### src/rtl/rtc_pkg.sv
package rtc_pkg;
    localparam int NUM_DIGITS = 15;
    localparam int D_S1 = 0, D_S10 = 1, D_MI1 = 2, D_MI10 = 3, D_H1 = 4, D_H10 = 5;
    localparam int D_DOW = 6, D_D1 = 7, D_D10 = 8, D_MO1 = 9, D_MO10 = 10;
    localparam int D_Y1 = 11, D_Y10 = 12, D_Y100 = 13, D_Y1000 = 14;
    localparam logic [3:0] CTRL_ADDR  = 4'hF;
    localparam logic [3:0] TIMER_ADDR = 4'hE;

    typedef logic [NUM_DIGITS-1:0][3:0] digits_t;

    typedef enum logic [1:0] {
        BANK_TIME  = 2'd0,
        BANK_ONE   = 2'd1,
        BANK_TIMER = 2'd2,
        BANK_THREE = 2'd3
    } bank_e;

    typedef struct packed {
        bank_e bank;
        logic  stop;
    } ctrl_t;

    localparam digits_t RESET_TIME = 60'h2000_01_01_0_00_00_00;

    function automatic logic leap_year(input digits_t d);
        int lo, hi;
        lo = int'(d[D_Y10]) * 10 + int'(d[D_Y1]);
        hi = int'(d[D_Y1000]) * 10 + int'(d[D_Y100]);
        if (lo == 0) return (hi % 4) == 0;
        return (lo % 4) == 0;
    endfunction

    function automatic int month_len(input int month, input logic leap);
        case (month)
            2:             return leap ? 29 : 28;
            4, 6, 9, 11:   return 30;
            default:       return 31;
        endcase
    endfunction

    // Advance one second with BCD carry through the whole calendar.
    function automatic digits_t advance(input digits_t t);
        digits_t d;
        int day, mon;
        d = t;
        if (d[D_S1] < 4'd9) begin d[D_S1] = d[D_S1] + 4'd1; return d; end
        d[D_S1] = 4'd0;
        if (d[D_S10] < 4'd5) begin d[D_S10] = d[D_S10] + 4'd1; return d; end
        d[D_S10] = 4'd0;
        if (d[D_MI1] < 4'd9) begin d[D_MI1] = d[D_MI1] + 4'd1; return d; end
        d[D_MI1] = 4'd0;
        if (d[D_MI10] < 4'd5) begin d[D_MI10] = d[D_MI10] + 4'd1; return d; end
        d[D_MI10] = 4'd0;
        if (d[D_H10] >= 4'd2 && d[D_H1] >= 4'd3) begin
            d[D_H10] = 4'd0;
            d[D_H1]  = 4'd0;
        end else if (d[D_H1] >= 4'd9) begin
            d[D_H1]  = 4'd0;
            d[D_H10] = d[D_H10] + 4'd1;
            return d;
        end else begin
            d[D_H1] = d[D_H1] + 4'd1;
            return d;
        end
        d[D_DOW] = (d[D_DOW] >= 4'd6) ? 4'd0 : d[D_DOW] + 4'd1;
        day = int'(d[D_D10]) * 10 + int'(d[D_D1]);
        mon = int'(d[D_MO10]) * 10 + int'(d[D_MO1]);
        if (day < month_len(mon, leap_year(d))) begin
            if (d[D_D1] >= 4'd9) begin d[D_D1] = 4'd0; d[D_D10] = d[D_D10] + 4'd1; end
            else d[D_D1] = d[D_D1] + 4'd1;
            return d;
        end
        d[D_D10] = 4'd0;
        d[D_D1]  = 4'd1;
        if (mon < 12) begin
            if (d[D_MO1] >= 4'd9) begin d[D_MO1] = 4'd0; d[D_MO10] = d[D_MO10] + 4'd1; end
            else d[D_MO1] = d[D_MO1] + 4'd1;
            return d;
        end
        d[D_MO10] = 4'd0;
        d[D_MO1]  = 4'd1;
        for (int i = D_Y1; i <= D_Y1000; i++) begin
            if (d[i] < 4'd9) begin d[i] = d[i] + 4'd1; return d; end
            d[i] = 4'd0;
        end
        return d;
    endfunction
endpackage

### src/rtl/rtc_prescaler.sv
module rtc_prescaler #(
    parameter int DIV = 50_000_000
) (
    input  logic clk,
    input  logic rst,
    input  logic run,
    output logic tick
);
    localparam int CW = (DIV > 1) ? $clog2(DIV) : 1;
    localparam logic [CW-1:0] LAST = CW'(DIV - 1);

    logic [CW-1:0] cnt_q;

    assign tick = run && (cnt_q == LAST);

    always_ff @(posedge clk) begin
        if (rst || !run || tick) cnt_q <= '0;
        else                     cnt_q <= cnt_q + 1'b1;
    end
endmodule

### src/rtl/rtc_update_seq.sv
module rtc_update_seq #(
    parameter int BUSY_CYCLES = 4
) (
    input  logic clk,
    input  logic rst,
    input  logic tick,
    input  logic stop,
    output logic busy,
    output logic advance_en
);
    localparam int BW = $clog2(BUSY_CYCLES + 1);
    localparam logic [BW-1:0] LOAD = BW'(BUSY_CYCLES);

    logic [BW-1:0] left_q;

    assign busy       = (left_q != '0);
    assign advance_en = (left_q == BW'(1)) && !stop;

    always_ff @(posedge clk) begin
        if (rst)       left_q <= '0;
        else if (tick) left_q <= LOAD;
        else if (busy) left_q <= left_q - 1'b1;
    end
endmodule

### src/rtl/rtc_calendar.sv
module rtc_calendar
    import rtc_pkg::*;
(
    input  logic       clk,
    input  logic       rst,
    input  logic       advance_en,
    input  logic       wr_dig,
    input  logic [3:0] wr_idx,
    input  logic [3:0] wr_val,
    output digits_t    digits
);
    digits_t cur_q, nxt;

    always_comb begin
        nxt = advance_en ? advance(cur_q) : cur_q;
        if (wr_dig) nxt[wr_idx] = wr_val;
    end

    always_ff @(posedge clk) begin
        if (rst) cur_q <= RESET_TIME;
        else     cur_q <= nxt;
    end

    assign digits = cur_q;
endmodule

### src/rtl/bcd_rtc_core.sv
module bcd_rtc_core
    import rtc_pkg::*;
#(
    parameter int DIV         = 50_000_000,
    parameter int BUSY_CYCLES = 4
) (
    input  logic       clk,
    input  logic       rst,
    input  logic [3:0] addr,
    input  logic [3:0] wr_data,
    input  logic       wr_en,
    input  logic       rd_en,
    output logic [3:0] rd_data
);
    ctrl_t      ctrl_q;
    logic [1:0] timer_q;
    logic       tick, busy, advance_en, wr_dig;
    digits_t    digits;

    rtc_prescaler #(.DIV(DIV)) u_pre (
        .clk(clk), .rst(rst), .run(!ctrl_q.stop), .tick(tick)
    );

    rtc_update_seq #(.BUSY_CYCLES(BUSY_CYCLES)) u_seq (
        .clk(clk), .rst(rst), .tick(tick), .stop(ctrl_q.stop),
        .busy(busy), .advance_en(advance_en)
    );

    assign wr_dig = wr_en && (ctrl_q.bank == BANK_TIME) && (addr != CTRL_ADDR);

    rtc_calendar u_cal (
        .clk(clk), .rst(rst), .advance_en(advance_en), .wr_dig(wr_dig),
        .wr_idx(addr), .wr_val(wr_data), .digits(digits)
    );

    always_ff @(posedge clk) begin
        if (rst) begin
            ctrl_q  <= '{bank: BANK_TIME, stop: 1'b0};
            timer_q <= '0;
        end else if (wr_en) begin
            if (addr == CTRL_ADDR)
                ctrl_q <= '{bank: bank_e'(wr_data[3:2]), stop: wr_data[1]};
            else if (ctrl_q.bank == BANK_TIMER && addr == TIMER_ADDR)
                timer_q <= wr_data[1:0];
        end
    end

    always_comb begin
        rd_data = 4'h0;
        if (rd_en) begin
            if (addr == CTRL_ADDR)
                rd_data = {ctrl_q.bank, ctrl_q.stop, busy};
            else if (ctrl_q.bank == BANK_TIME)
                rd_data = digits[addr];
            else if (ctrl_q.bank == BANK_TIMER && addr == TIMER_ADDR)
                rd_data = {2'b00, timer_q};
        end
    end
endmodule

### config.mk
export PLATFORM = sky130hd
export DESIGN_NAME = bcd_rtc_core
export DESIGN_NICKNAME = d
export VERILOG_FILES = /design/src/rtl/rtc_pkg.sv /design/src/rtl/rtc_prescaler.sv /design/src/rtl/rtc_update_seq.sv /design/src/rtl/rtc_calendar.sv /design/src/rtl/bcd_rtc_core.sv
export SDC_FILE = /design/constraint.sdc
export NUM_CORES = 1
export LEC_CHECK = 0
export BUFFER_PORTS_ARGS = -buffer_cell sky130_fd_sc_hd__buf_2
export CORE_ASPECT_RATIO = 1.1
export CORE_MARGIN = 2
export CORE_UTILIZATION = 63
export DETAILED_ROUTE_END_ITERATION = 8
export GPL_TIMING_DRIVEN = 1
export PLACE_DENSITY = 0.78
export SLEW_MARGIN = 20
export SYNTH_ARGS = -nofsm -noshare
export SYNTH_HDL_FRONTEND = slang
export SYNTH_HIERARCHICAL = 1
export SYNTH_SLANG_ARGS = --single-unit
### constraint.sdc
create_clock -name clk -period 4.15 [get_ports clk]
set_input_delay 0.83 -clock clk [delete_from_list [all_inputs] [get_ports clk]]
set_output_delay 0.83 -clock clk [all_outputs]
set_load 0.005 [all_outputs]
* Word level (Yosys, flattened, before mapping) *
Index checks and enable logic that the tools add are counted.

operators by class
  add/sub/neg operators = 21
  multipliers = 4
  order comparisons = 18
  equality and inequality tests = 11
  multiplexer cells = 173
  bitwise gates (word level) = 3
  reductions and logical operators = 22

operators by type and width
  operator                                                      number
  two-way mux 60 bit                                            39
  two-way mux 32 bit                                            5
  zero test 32 bit                                              3
  two-way mux 1 bit                                             93
  two-way mux 4 bit                                             21
  equality test 32 x 3 -> 1 bit (second input constant)         2
  equality test 32 x 4 -> 1 bit (second input constant)         2
  case mux 32 bit (2 select lines)                              1
  adder 4 x 1 -> 4 bit (second input constant)                  15
  bitwise mux 60 bit                                            1
  two-way mux 8 bit                                             6
  equality test 32 x 2 -> 1 bit (second input constant)         1
  less-than comparator 32 bit                                   1
  less-than comparator 32 x 5 -> 1 bit (second input constant)  1
  adder 8 x 4 -> 9 bit                                          3
  adder 26 x 1 -> 26 bit (second input constant)                1
  equality test 26 bit (second input constant)                  1
  less-than comparator 4 bit (second input constant)            6
  two-way mux 24 bit                                            1
  multiplier 4 x 3 -> 7 bit (second input constant)             3
  binary-select mux 4 bit (select 4 bit)                        1
  demux 4 bit (select 4 bit)                                    1
  >= comparator 4 bit (second input constant)                   3
  two-way mux 12 bit                                            1
  26 further kinds                                              40

word-level totals
  bits in registers = 94
  input bits = 12
  output and inout port bits = 4
  logic and storage cells = 273

* Logic depth before layout (Yosys ltp) *
Gate-level depths: netlist of run 1.

  word-level depth = 92
  depth in mapped cells = 17
  mapped depth without buffers = 15

* Hierarchy *
Netlist of run 1, hierarchy kept.

modules (own cells, without submodules)
  module          times used  cells an instance  area each (um^2)  sequential area each (um^2)
  rtc_calendar    1           645                4974.8            1201.2
  rtc_prescaler   1           146                1317.5            520.5
  bcd_rtc_core    1           87                 877.1             100.1
  rtc_update_seq  1           18                 182.7             60.1

* Least setup slack after synthesis of run 1 *
No wires, ideal clock.

  kind = reg2reg
  from = register u_cal.cur_q, in the netlist u_cal/digits[43]
  to = register u_cal.cur_q, in the netlist u_cal/digits[40]
  library setup time = 0.091 ns
  arrival = 3.461 ns
  data required time = 4.059 ns
  setup slack = 0.598 ns
  cell stages (with the launch flop) = 15
  buffers on the path = 1
  clock period less this slack = 3.552 ns
  cell sequence = dfxtp_1 ha_1 ha_1 fa_1 nor2_1 nand2_1 nor3_1 ha_1 o211ai_1 o311a_1 nor2_2 nand2_2 buf_6 or4b_1 a311oi_1

between the ends
  cells in the longest elaborated chain, start to end = 42
  elaborated cells between the ends (all ways) = 60
  classes of those cells = 1 x add/sub; 1 x mul; 2 x order compare; 5 x eq/ne; 50 x mux; 1 x reduce/logical

RTL lines
  item                                                                            line                RTL
  start: declaration                                                              rtc_calendar.sv:12  digits_t cur_q, nxt;
  start signal: assignment                                                        rtc_calendar.sv:21  else cur_q <= nxt;
  multiplier 4 x 3 -> 7 bit *                                                     rtc_pkg.sv:67       mon = int'(d[D_MO10]) * 10 + int'(d[D_MO1]);
  adder 8 x 4 -> 9 bit *                                                          rtc_pkg.sv:67
  equality test 32 x 3 -> 1 bit or equality test 32 x 4 -> 1 bit (tied branches)  rtc_pkg.sv:34       case (month)
  OR reduction 4 bit                                                              rtc_pkg.sv:34
  case mux 32 bit (2 select lines)                                                rtc_pkg.sv:34
  two-way mux 32 bit                                                              rtc_pkg.sv:65       d[D_DOW] = (d[D_DOW] >= 4'd6) ? 4'd0 : d[D_DOW] + 4'd1;
  two-way mux 32 bit                                                              rtc_pkg.sv:53       d[D_MI10] = 4'd0;
  two-way mux 32 bit                                                              rtc_pkg.sv:51       d[D_MI1] = 4'd0;
  (+26 left out)                                                                  --
  two-way mux 60 bit *                                                            rtc_pkg.sv:65
  two-way mux 60 bit *                                                            rtc_pkg.sv:53
  two-way mux 60 bit *                                                            rtc_pkg.sv:51
  two-way mux 60 bit *                                                            rtc_pkg.sv:49       d[D_S10] = 4'd0;
  two-way mux 60 bit *                                                            rtc_pkg.sv:47       d[D_S1] = 4'd0;
  two-way mux 60 bit *                                                            rtc_calendar.sv:15  nxt = advance_en ? advance(cur_q) : cur_q;
  bitwise mux 60 bit                                                              rtc_calendar.sv:16  if (wr_dig) nxt[wr_idx] = wr_val;
  two-way mux 60 bit *                                                            rtc_calendar.sv:16

Mark *: on every way between the ends. The rest lies on a longest branch, timed or not. The select of a mux whose other input is x is not followed.
A chain may end at the register's enable or synchronous reset.

* Worst setup path in the final report of run 1 *
  from = register u_cal.cur_q, in the netlist u_cal/digits[51]
  to = register u_cal.cur_q, in the netlist u_cal/digits[54]

between the ends
  cells in the longest elaborated chain, start to end = 54
  elaborated cells between the ends (all ways) = 85
  classes of those cells = 1 x add/sub; 1 x mul; 2 x order compare; 80 x mux; 1 x reduce/logical

RTL lines
  item                       line                RTL
  multiplier 4 x 3 -> 7 bit  rtc_pkg.sv:27       lo = int'(d[D_Y10]) * 10 + int'(d[D_Y1]);
  adder 8 x 4 -> 9 bit       rtc_pkg.sv:27
  zero test 32 bit           rtc_pkg.sv:29       if (lo == 0) return (hi % 4) == 0;
  two-way mux 1 bit          rtc_pkg.sv:29
  two-way mux 1 bit          rtc_pkg.sv:65
  two-way mux 1 bit          rtc_pkg.sv:53
  two-way mux 1 bit          rtc_pkg.sv:51
  two-way mux 1 bit          rtc_pkg.sv:49
  (+38 left out)             --
  two-way mux 60 bit *       rtc_pkg.sv:65
  two-way mux 60 bit *       rtc_pkg.sv:53
  two-way mux 60 bit *       rtc_pkg.sv:51
  two-way mux 60 bit *       rtc_pkg.sv:49
  two-way mux 60 bit *       rtc_pkg.sv:47
  two-way mux 60 bit *       rtc_calendar.sv:15
  bitwise mux 60 bit         rtc_calendar.sv:16
  two-way mux 60 bit *       rtc_calendar.sv:16

Marked as above.

==> reports/qor.csv, run 1 <==
metric,value,unit
fin_skew,12.2,ps
route.detailed.drc,0,
end_of_the_worst_hold_path,u_pre/cnt_q[0],
clock_sink_count,94,
worst_r2r_path_depth,12,
yosys_warnings,6,
synthXorXnorAreaFrac,2.26,%
grt_pass1_vias,6771,
start_kind,flip-flop,
seq_area,1880,µm²
worst_skew_pair_latency,360,ps
die-width,107,µm
average_routed_wire_per_standard_cell,19.3,µm
status,"complete, no violations",
num_vias,7101,
max_slew.worst_pin.slew,757,ps
area_added_between_synthesis_and_finish,6.19,%
synth_fp_nets,974,
proportion_of_register_bits_with_asynchronous_set_or_reset_after_synthesis,0,%
rrSetupSlack,160,ps
fmax,0.251,GHz
dominantRegCellSynth,dfxtp_1,
postPlaceCellArea,7510,µm²
clk_pin_slew_worst_paths,70,ps
worstReg2RegStart,u_cal/digits[51],
worst_case_headroom_to_the_max_slew_limit,48.8,%
count_of_fill_cells_added_during_filler_insertion,938,
critical_path_required,4360,ps
yosysUniqueCellTypes,89,
tritoncts,built,
post_synth_fa_ha_maj_area_fraction,11.8,%
synth.top_cell.area_share,25.6,%
cts-buffers-inserted,9,
irDropWorstVdd,0.242,mV
setup.worst_path.class,flip-flop to flip-flop,
number_of_antenna_violations_at_the_first_check_in_global_routing,1,
layout.cell_area.non_filler,7810,µm²
synthMostInstantiatedCell,dfxtp_1,
timing_max_transition_violations_final,0,
regToRegEndpoint,u_cal/digits[54],
nets,975,
place.port_buffers,15,
synth_top_family_by_area,simple AND/OR/NAND/NOR gates,
post_drt_via_cell_ratio,6.74,
numPlacedInstances,1036,
synth.mux.area_fraction,6.48,%
route.final.wire_length,20300,µm
yosysTopAreaCell,dfxtp_1,
layout_min_cycle_time,3990,ps
synth-compound-area-share,21.4,%
first_pass_iters,5,
synth_sequential_area_ratio,25.6,%
crit_chain,"ha_1, ha_1, fa_1, nand2_1, or3b_1, o2111ai_1, o211ai_1, o31ai_4, buf_4, nand2_1, o21a_1, a2111oi_1",
grt_first_pass_wirelength,32800,µm
number_of_hold_violations_in_the_final_report,0,
dr.first_iter.drc_count,746,
htree_levels,3,
setup_crit_end_kind,flip-flop,
timing.hold.worst.class,flip-flop to flip-flop,
die_height,117,µm
groute.usage.overall,32.4,%
min_from,u_pre/cnt_q[0],
final_antenna_net_count,0,
place_congestion,0.925,
syn_avg_cell_area,8.21,µm²
grt-ovfl-total,0,
power.density,276,nW/µm²
final-instance-count-excl-fill,1053,
synth.top_cells.by_area,"dfxtp_1 (26%), ha_1 (10%), nor2_1 (4.6%)",
starting_density_of_the_core,64.3,%
setup_viol_count_final,0,
placementRows,41,
mappedNetlistArea,7350,µm²
critPathMaxStageDelay,570,ps
critical_path.slowest_cell,dfxtp_1,
hold-path-cell-count,1,
floorplan.core_area,11400,µm²
crit_arrival,4200,ps
boundaryPins,16,
fp.dieArea,12600,µm²
final_min_period_over_clock_period,96.1,%
clock_tree.root_cell,clkbuf_16,
worstPathMaxFanout,11,
syn-instance-count,896,
netlist_top_cells_count,"dfxtp_1 (94), nor2_1 (90), nand2_1 (68), ha_1 (60), inv_1 (50)",
multiInputGateArea,5090,µm²
clk_path_buf_depth,2,
power_leakage,0.00298,µW
max-cap-violations,0,
post_route_cells_drive_above_1_share,9.98,%
synth_enable_flop_cells,0,
postSynthRegisterBits,94,
grt_start_max_net_pins,47,
number_of_setup_buffers_added_after_cts,0,
post_synth_and_or_nand_nor_area_fraction,27.0,%
detailedPlacementHpwl,14500,µm
[metal layers]
| metal | vias up | GRT usage, % | part of all wire, % |
|---|---|---|---|
| li1 | 3346 | - | - |
| met1 | 3328 | 42.3 | 41 |
| met2 | 358 | 51.2 | 47 |
| met3 | 69 | 5.89 | 8.7 |
| met4 | 0 | 16.4 | 3.9 |
| met5 | - | 0 | 0 |
[area by class of cell]
type | count | area share, %
clock buffers | 12 | 3.16
clock inverters | 4 | 0.385
repair buffers | 29 | 2.31
multi-input cells | 713 | 65.2
inverters | 50 | 2.40
well taps | 150 | 2.40
diodes | 1 | 0.0321
flip-flops and latches | 94 | 24.1
[stage by stage]
step	hold WS [ps]	util, %	total power, µW	setup slack (ps)	TNS (ps)
after floorplan	439	-	1270	598	0
after global placement	447	65.6	1350	370	0
after detailed placement	452	65.6	1370	120	0
after CTS	469	68.1	2160	15.5	0
after global routing	496	68.2	2240	-3.10	-3.10
final	467	68.2	2150	163	0
[report_power, final]
part           internal (µW)  switching [µW]
Combinational            153             225
Clock                    425             365
Sequential               937            47.3
[worst max-delay path by stage]
stage                          start          endpoint  slack, ps  cells after the start
global route        u_cal/digits[51]  u_cal/digits[50]         -3                     12
detailed placement  u_cal/digits[43]  u_cal/digits[54]        120                     13
floorplan           u_cal/digits[43]  u_cal/digits[40]        600                     14
CTS                 u_cal/digits[43]  u_cal/digits[54]         20                     13
finish              u_cal/digits[51]  u_cal/digits[54]        160                     12
global placement    u_cal/digits[43]  u_cal/digits[46]        370                     13
[layout by cell type, fill, tap and decap left out, drive strengths merged, types with 4 or more instances in the layout]
master,synthesis,final
a2111oi,5,5
a211oi,23,23
a21o,6,6
a21oi,57,57
a311oi,13,13
a31oi,7,7
and2,10,10
and3,8,8
buf,14,29
clkbuf,25,12
dfxtp,94,94
fa,6,6
ha,60,60
inv,50,51
mux2,5,5
mux2i,15,15
mux4,11,11
nand2,69,69
nand2b,12,12
nand3,43,43
nand3b,5,5
nand4,17,17
nand4b,6,6
nor2,102,102
nor2b,13,13
nor3,31,31
nor3b,5,5
nor4,9,9
o2111ai,4,4
o211ai,14,14
o21a,4,4
o21ai,38,38
o221ai,4,4
o31ai,9,9
o41ai,4,4
or2,4,4
or3,12,12
or4,14,14
xnor2,10,10
xor2,9,9
[sequential cells by signal, indices dropped and copies added, names as in the netlist]
name and count:
u_seq/left_q 3, u_cal/digits 60, u_pre/cnt_q 26, timer_q 2, ctrl_q 3
[critical path: cells and delay by family, from the launching register on]
kind / cells / cell delay [ps]
buf+inv: 1 / 200
simple gates: 3 / 580
flops: 1 / 570
compound gates: 5 / 1410
fa+ha+maj: 3 / 1090
[cell families (layout without fill, tap and decap cells)]
kind of cell / after synthesis / count (layout)
simple gates: 376 / 376
compound gates: 221 / 221
flops: 94 / 94
buf+inv: 89 / 95
fa+ha+maj: 66 / 66
mux: 31 / 31
xor+xnor: 19 / 19
other cells: 0 / 1
[what timing repair did]
item / in CTS / in global routing
setup endpoints to repair: 0 / 5
hold buffers: 0 / 0
gates resized for setup: 0 / 5
hold endpoints to repair: 0 / 0
Note: power is estimated with default switching activity, not from simulation.
==> inputs of run 2 (changes only) <==
--- a/config.mk
+++ b/config.mk
@@ -12,6 +12,7 @@
 export DETAILED_ROUTE_END_ITERATION = 8
 export GPL_TIMING_DRIVEN = 1
 export PLACE_DENSITY = 0.78
+export RECOVER_POWER = 50
 export SLEW_MARGIN = 20
 export SYNTH_ARGS = -nofsm -noshare
 export SYNTH_HDL_FRONTEND = slang
==> reports/qor.csv, run 2 (same netlist as run 1, synthesis figures left out) <==
metric,value,unit
timing_max_transition_violations_final,12,
max_slew.worst_pin.slew,1890,ps
power_leakage,0.00294,µW
grt_first_pass_wirelength,32800,µm
crit_chain,"ha_1, ha_1, fa_1, nand2_1, or3b_1, o2111ai_1, o211ai_1, o31ai_4, buf_4, nand2_1, o21a_1, a2111oi_1",
status,finished with violations,
fmax,0.250,GHz
grt_pass1_vias,6771,
worst_skew_pair_latency,360,ps
worst_r2r_path_depth,12,
crit_arrival,4210,ps
top_cell_family_by_delay_on_the_critical_path,compound AO/OA/AOI/OAI gates,
rrSetupSlack,150,ps
worstReg2RegStart,u_cal/digits[51],
htree_levels,3,
multiInputGateArea,5040,µm²
totalNegativeSetupSlack,0,ps
final_common_cell,dfxtp_1,
numPlacedInstances,1036,
critPathMaxStageDelay,570,ps
holdWs,467,ps
number_of_antenna_violations_at_the_first_check_in_global_routing,1,
post_drt_via_cell_ratio,6.69,
final_antenna_net_count,0,
fin_skew,12.3,ps
num_vias,7033,
clk_path_buf_depth,2,
detailedPlacementHpwl,14500,µm
power.density,277,nW/µm²
number_of_flip_flops_in_the_largest_register,60,
number_of_hold_violations_in_the_final_report,0,
timing.hold.worst.class,flip-flop to flip-flop,
setup_crit_end_kind,flip-flop,
placementRows,41,
irDropWorstVdd,0.242,mV
boundaryPins,16,
worst_case_headroom_to_the_max_slew_limit,-27.8,%
max-cap-violations,1,
area_added_between_synthesis_and_finish,5.38,%
setup_viol_count_final,0,
number_of_setup_buffers_added_after_cts,0,
clk_pin_slew_worst_paths,70,ps
final-instance-count-excl-fill,1052,
violations,"max-capacitance violations, max-slew violations",
route.detailed.drc,0,
die_height,117,µm
clock_tree.root_cell,clkbuf_16,
end_of_the_worst_hold_path,u_pre/cnt_q[0],
setup.worst_path.class,flip-flop to flip-flop,
route.final.wire_length,20300,µm
fp.dieArea,12600,µm²
cts-buffers-inserted,9,
final_min_period_over_clock_period,96.4,%
floorplan.core_area,11400,µm²
final_cell_mix,"dfxtp_1 (92), nor2_1 (90), nand2_1 (68)",
count_of_fill_cells_added_during_filler_insertion,955,
tritoncts,built,
post_route_cells_drive_above_1_share,8.65,%
groute.usage.overall,32.4,%
start_kind,flip-flop,
place.port_buffers,15,
grt_start_max_net_pins,47,
cp.buffers_inverters,1,
average_routed_wire_per_standard_cell,19.3,µm
utilization,67.7,%
cts.repair.resized,0,
critical_path.slowest_cell,dfxtp_1,
dr.first_iter.drc_count,706,
place_congestion,0.925,
insertedDiodeCount,0,
first_pass_iters,5,
hold-path-cell-count,1,
layout_min_cycle_time,4000,ps
clock_sink_count,94,
seq_area,1880,µm²
critical_path_required,4360,ps
worstPathMaxFanout,11,
nets,975,
starting_density_of_the_core,64.3,%
cts.hold.buffers_added,0,
min_from,u_pre/cnt_q[0],
regToRegEndpoint,u_cal/digits[54],
die-width,107,µm
grt-ovfl-total,0,
==> run 2: stage by stage <==
stage / total power [µW] / worst slack (ps) / area (µm²)
after global routing: 2240 / -3.10 / 7750
after CTS: 2160 / 15.5 / 7790
after floorplan: 1270 / 598 / 7350
final: 2150 / 148 / 7750
after global placement: 1350 / 370 / 7510
after detailed placement: 1370 / 120 / 7510
==> run 2: per-layer routing <==
layer  global-route usage, %  share of wire (%)
met1                    42.3                 42
met3                    5.89                7.6
met4                    16.4                4.0
met5                       0                  0
met2                    51.2                 47
==> run 2: how the worst max path moves through the flow <==
stage,from,to,slack [ps],cells after the start
finish,u_cal/digits[51],u_cal/digits[54],150,12
global route,u_cal/digits[51],u_cal/digits[50],-3,12
CTS,u_cal/digits[43],u_cal/digits[54],20,13
detailed placement,u_cal/digits[43],u_cal/digits[54],120,13
global placement,u_cal/digits[43],u_cal/digits[46],370,13
floorplan,u_cal/digits[43],u_cal/digits[40],600,14
==> run 2: area by class of cell <==
class	instances	area share (%)
sequential	94	24.3
clock buffer	12	3.18
timing repair buffer	29	2.21
tap	150	2.42
clock inverter	4	0.388
multi-input combinational	713	65.1
inverter	50	2.42
==> run 2: where the power goes <==
part	internal (µW)	switching [µW]	total, µW	leakage, µW
combinational	152	224	376	0.00205
sequential	937	47.6	985	0.000762
clock	425	361	786	0.000133
total	1510	633	2150	0.00294
==> inputs of run 3 (changes only) <==
--- a/config.mk
+++ b/config.mk
@@ -11,6 +11,7 @@
 export CORE_UTILIZATION = 63
 export DETAILED_ROUTE_END_ITERATION = 8
 export GPL_TIMING_DRIVEN = 1
+export MAX_ROUTING_LAYER = met4
 export PLACE_DENSITY = 0.78
 export RECOVER_POWER = 50
 export SLEW_MARGIN = 20
==> reports/qor.csv, run 3 (same netlist as run 1, synthesis figures left out) <==
metric,value,unit
grt_pass1_vias,6760,
htree_levels,3,
holdWs,483,ps
timing.hold.worst.class,flip-flop to flip-flop,
critical_path_required,4390,ps
number_of_setup_buffers_added_after_cts,0,
layout_setup_ws,278,ps
critical_path.slowest_cell,or4_1,
number_of_hold_violations_in_the_final_report,0,
die_height,117,µm
rrSetupSlack,280,ps
cts.hold.buffers_added,0,
number_of_flip_flops_in_the_largest_register,60,
max_slew.worst_pin.slew,1480,ps
hold-path-cell-count,1,
number_of_antenna_violations_at_the_first_check_in_global_routing,1,
final_antenna_net_count,0,
num_vias,7174,
starting_density_of_the_core,64.3,%
route.final.wire_length,20300,µm
final_common_cell,dfxtp_1,
post-place-ws,203,ps
clock_tree.root_cell,clkbuf_16,
clk_path_buf_depth,2,
critPathMaxStageDelay,510,ps
crit_arrival,4110,ps
dr.first_iter.drc_count,739,
fin_skew,16.7,ps
grt_first_pass_wirelength,33000,µm
cts-buffers-inserted,9,
route.detailed.drc,1,
crit_chain,"ha_1, ha_1, fa_1, xor2_1, a211o_1, a311oi_1, o211ai_1, o31ai_4, nand2_2, or4_1, a311oi_1",
place_congestion,0.991,
final_cell_mix,"dfxtp_1 (92), nor2_1 (90), nand2_1 (68)",
average_routed_wire_per_standard_cell,19.3,µm
worst_r2r_path_depth,11,
setup_crit_end_kind,flip-flop,
layout.cell_area.non_filler,7770,µm²
final_min_period_over_clock_period,93.3,%
first_pass_iters,7,
max-cap-violations,0,
worstPathMaxFanout,10,
worst_case_headroom_to_the_max_slew_limit,1.06,%
clock_sink_count,94,
setup_viol_count_final,0,
post_drt_via_cell_ratio,6.82,
start_kind,flip-flop,
fmax,0.258,GHz
die-width,107,µm
floorplan.core_area,11400,µm²
cts.repair.resized,0,
setup.worst_path.class,flip-flop to flip-flop,
status,finished with violations,
groute.usage.overall,33.3,%
grt_setup_unrepaired,false,
area_added_between_synthesis_and_finish,5.75,%
layout_min_cycle_time,3870,ps
violations,design-rule violations,
grt_start_max_net_pins,48,
place.port_buffers,15,
power_leakage,0.00293,µW
boundaryPins,16,
grt-ovfl-total,0,
irDropWorstVdd,0.230,mV
fp.dieArea,12600,µm²
power.density,284,nW/µm²
clk_pin_slew_worst_paths,70,ps
placementRows,41,
worst_skew_pair_latency,360,ps
nets,974,
totalNegativeSetupSlack,0,ps
detailedPlacementHpwl,14500,µm
postPlaceCellArea,7500,µm²
post_route_cells_drive_above_1_share,9.21,%
timing_max_transition_violations_final,0,
tritoncts,built,
run 3: routing by layer:
| metal | track usage (%) | wire (µm) |
|---|---|---|
| met3 | 5.89 | 1590 |
| met1 | 42.6 | 8380 |
| met2 | 52.3 | 9710 |
| met4 | 12.9 | 612 |
| met5 | - | 0 |
run 3: where the power goes:
group          switching [µW]  total [µW]  internal [µW]
registers                47.3         984            937
clock network             378         851            473
logic                     225         372            147
run 3: critical path: cells and delay by family (launching register included):
family	cells	cell delay (ps)
compound gates	5	1560
xor+xnor	1	210
fa+ha+maj	3	960
flops	1	360
simple gates	2	680
run 3: path summary, 6_finish.rpt:
path                                         end              from
worst max-delay path            u_cal/digits[43]  u_cal/digits[41]
worst min register to register    u_pre/cnt_q[0]    u_pre/cnt_q[0]
worst min-delay path              u_pre/cnt_q[0]    u_pre/cnt_q[0]
worst max register to register  u_cal/digits[43]  u_cal/digits[41]
run 3: per-stage QoR:
| step | total power [µW] | instances | util, % |
|---|---|---|---|
| 6_report | 2210 | 1052 | 68.0 |
| 4_1_cts | 2210 | 1051 | 68.2 |
| 3_5_place_dp | 1370 | 1035 | 65.6 |
| 3_3_place_gp | 1350 | 1035 | 65.6 |
| 5_1_grt | 2290 | 1052 | 68.0 |
| 2_1_floorplan | 1270 | 896 | - |
run 3: final cells by class:
type                    instances  area (µm²)
diodes                          1        2.50
clock buffers                  10         229
clock inverters                 6        70.1
fillers                       912        3660
inverters                      50         188
multi-input cells             713        5050
flip-flops and latches         94        1880
well taps                     150         188
repair buffers                 28         161
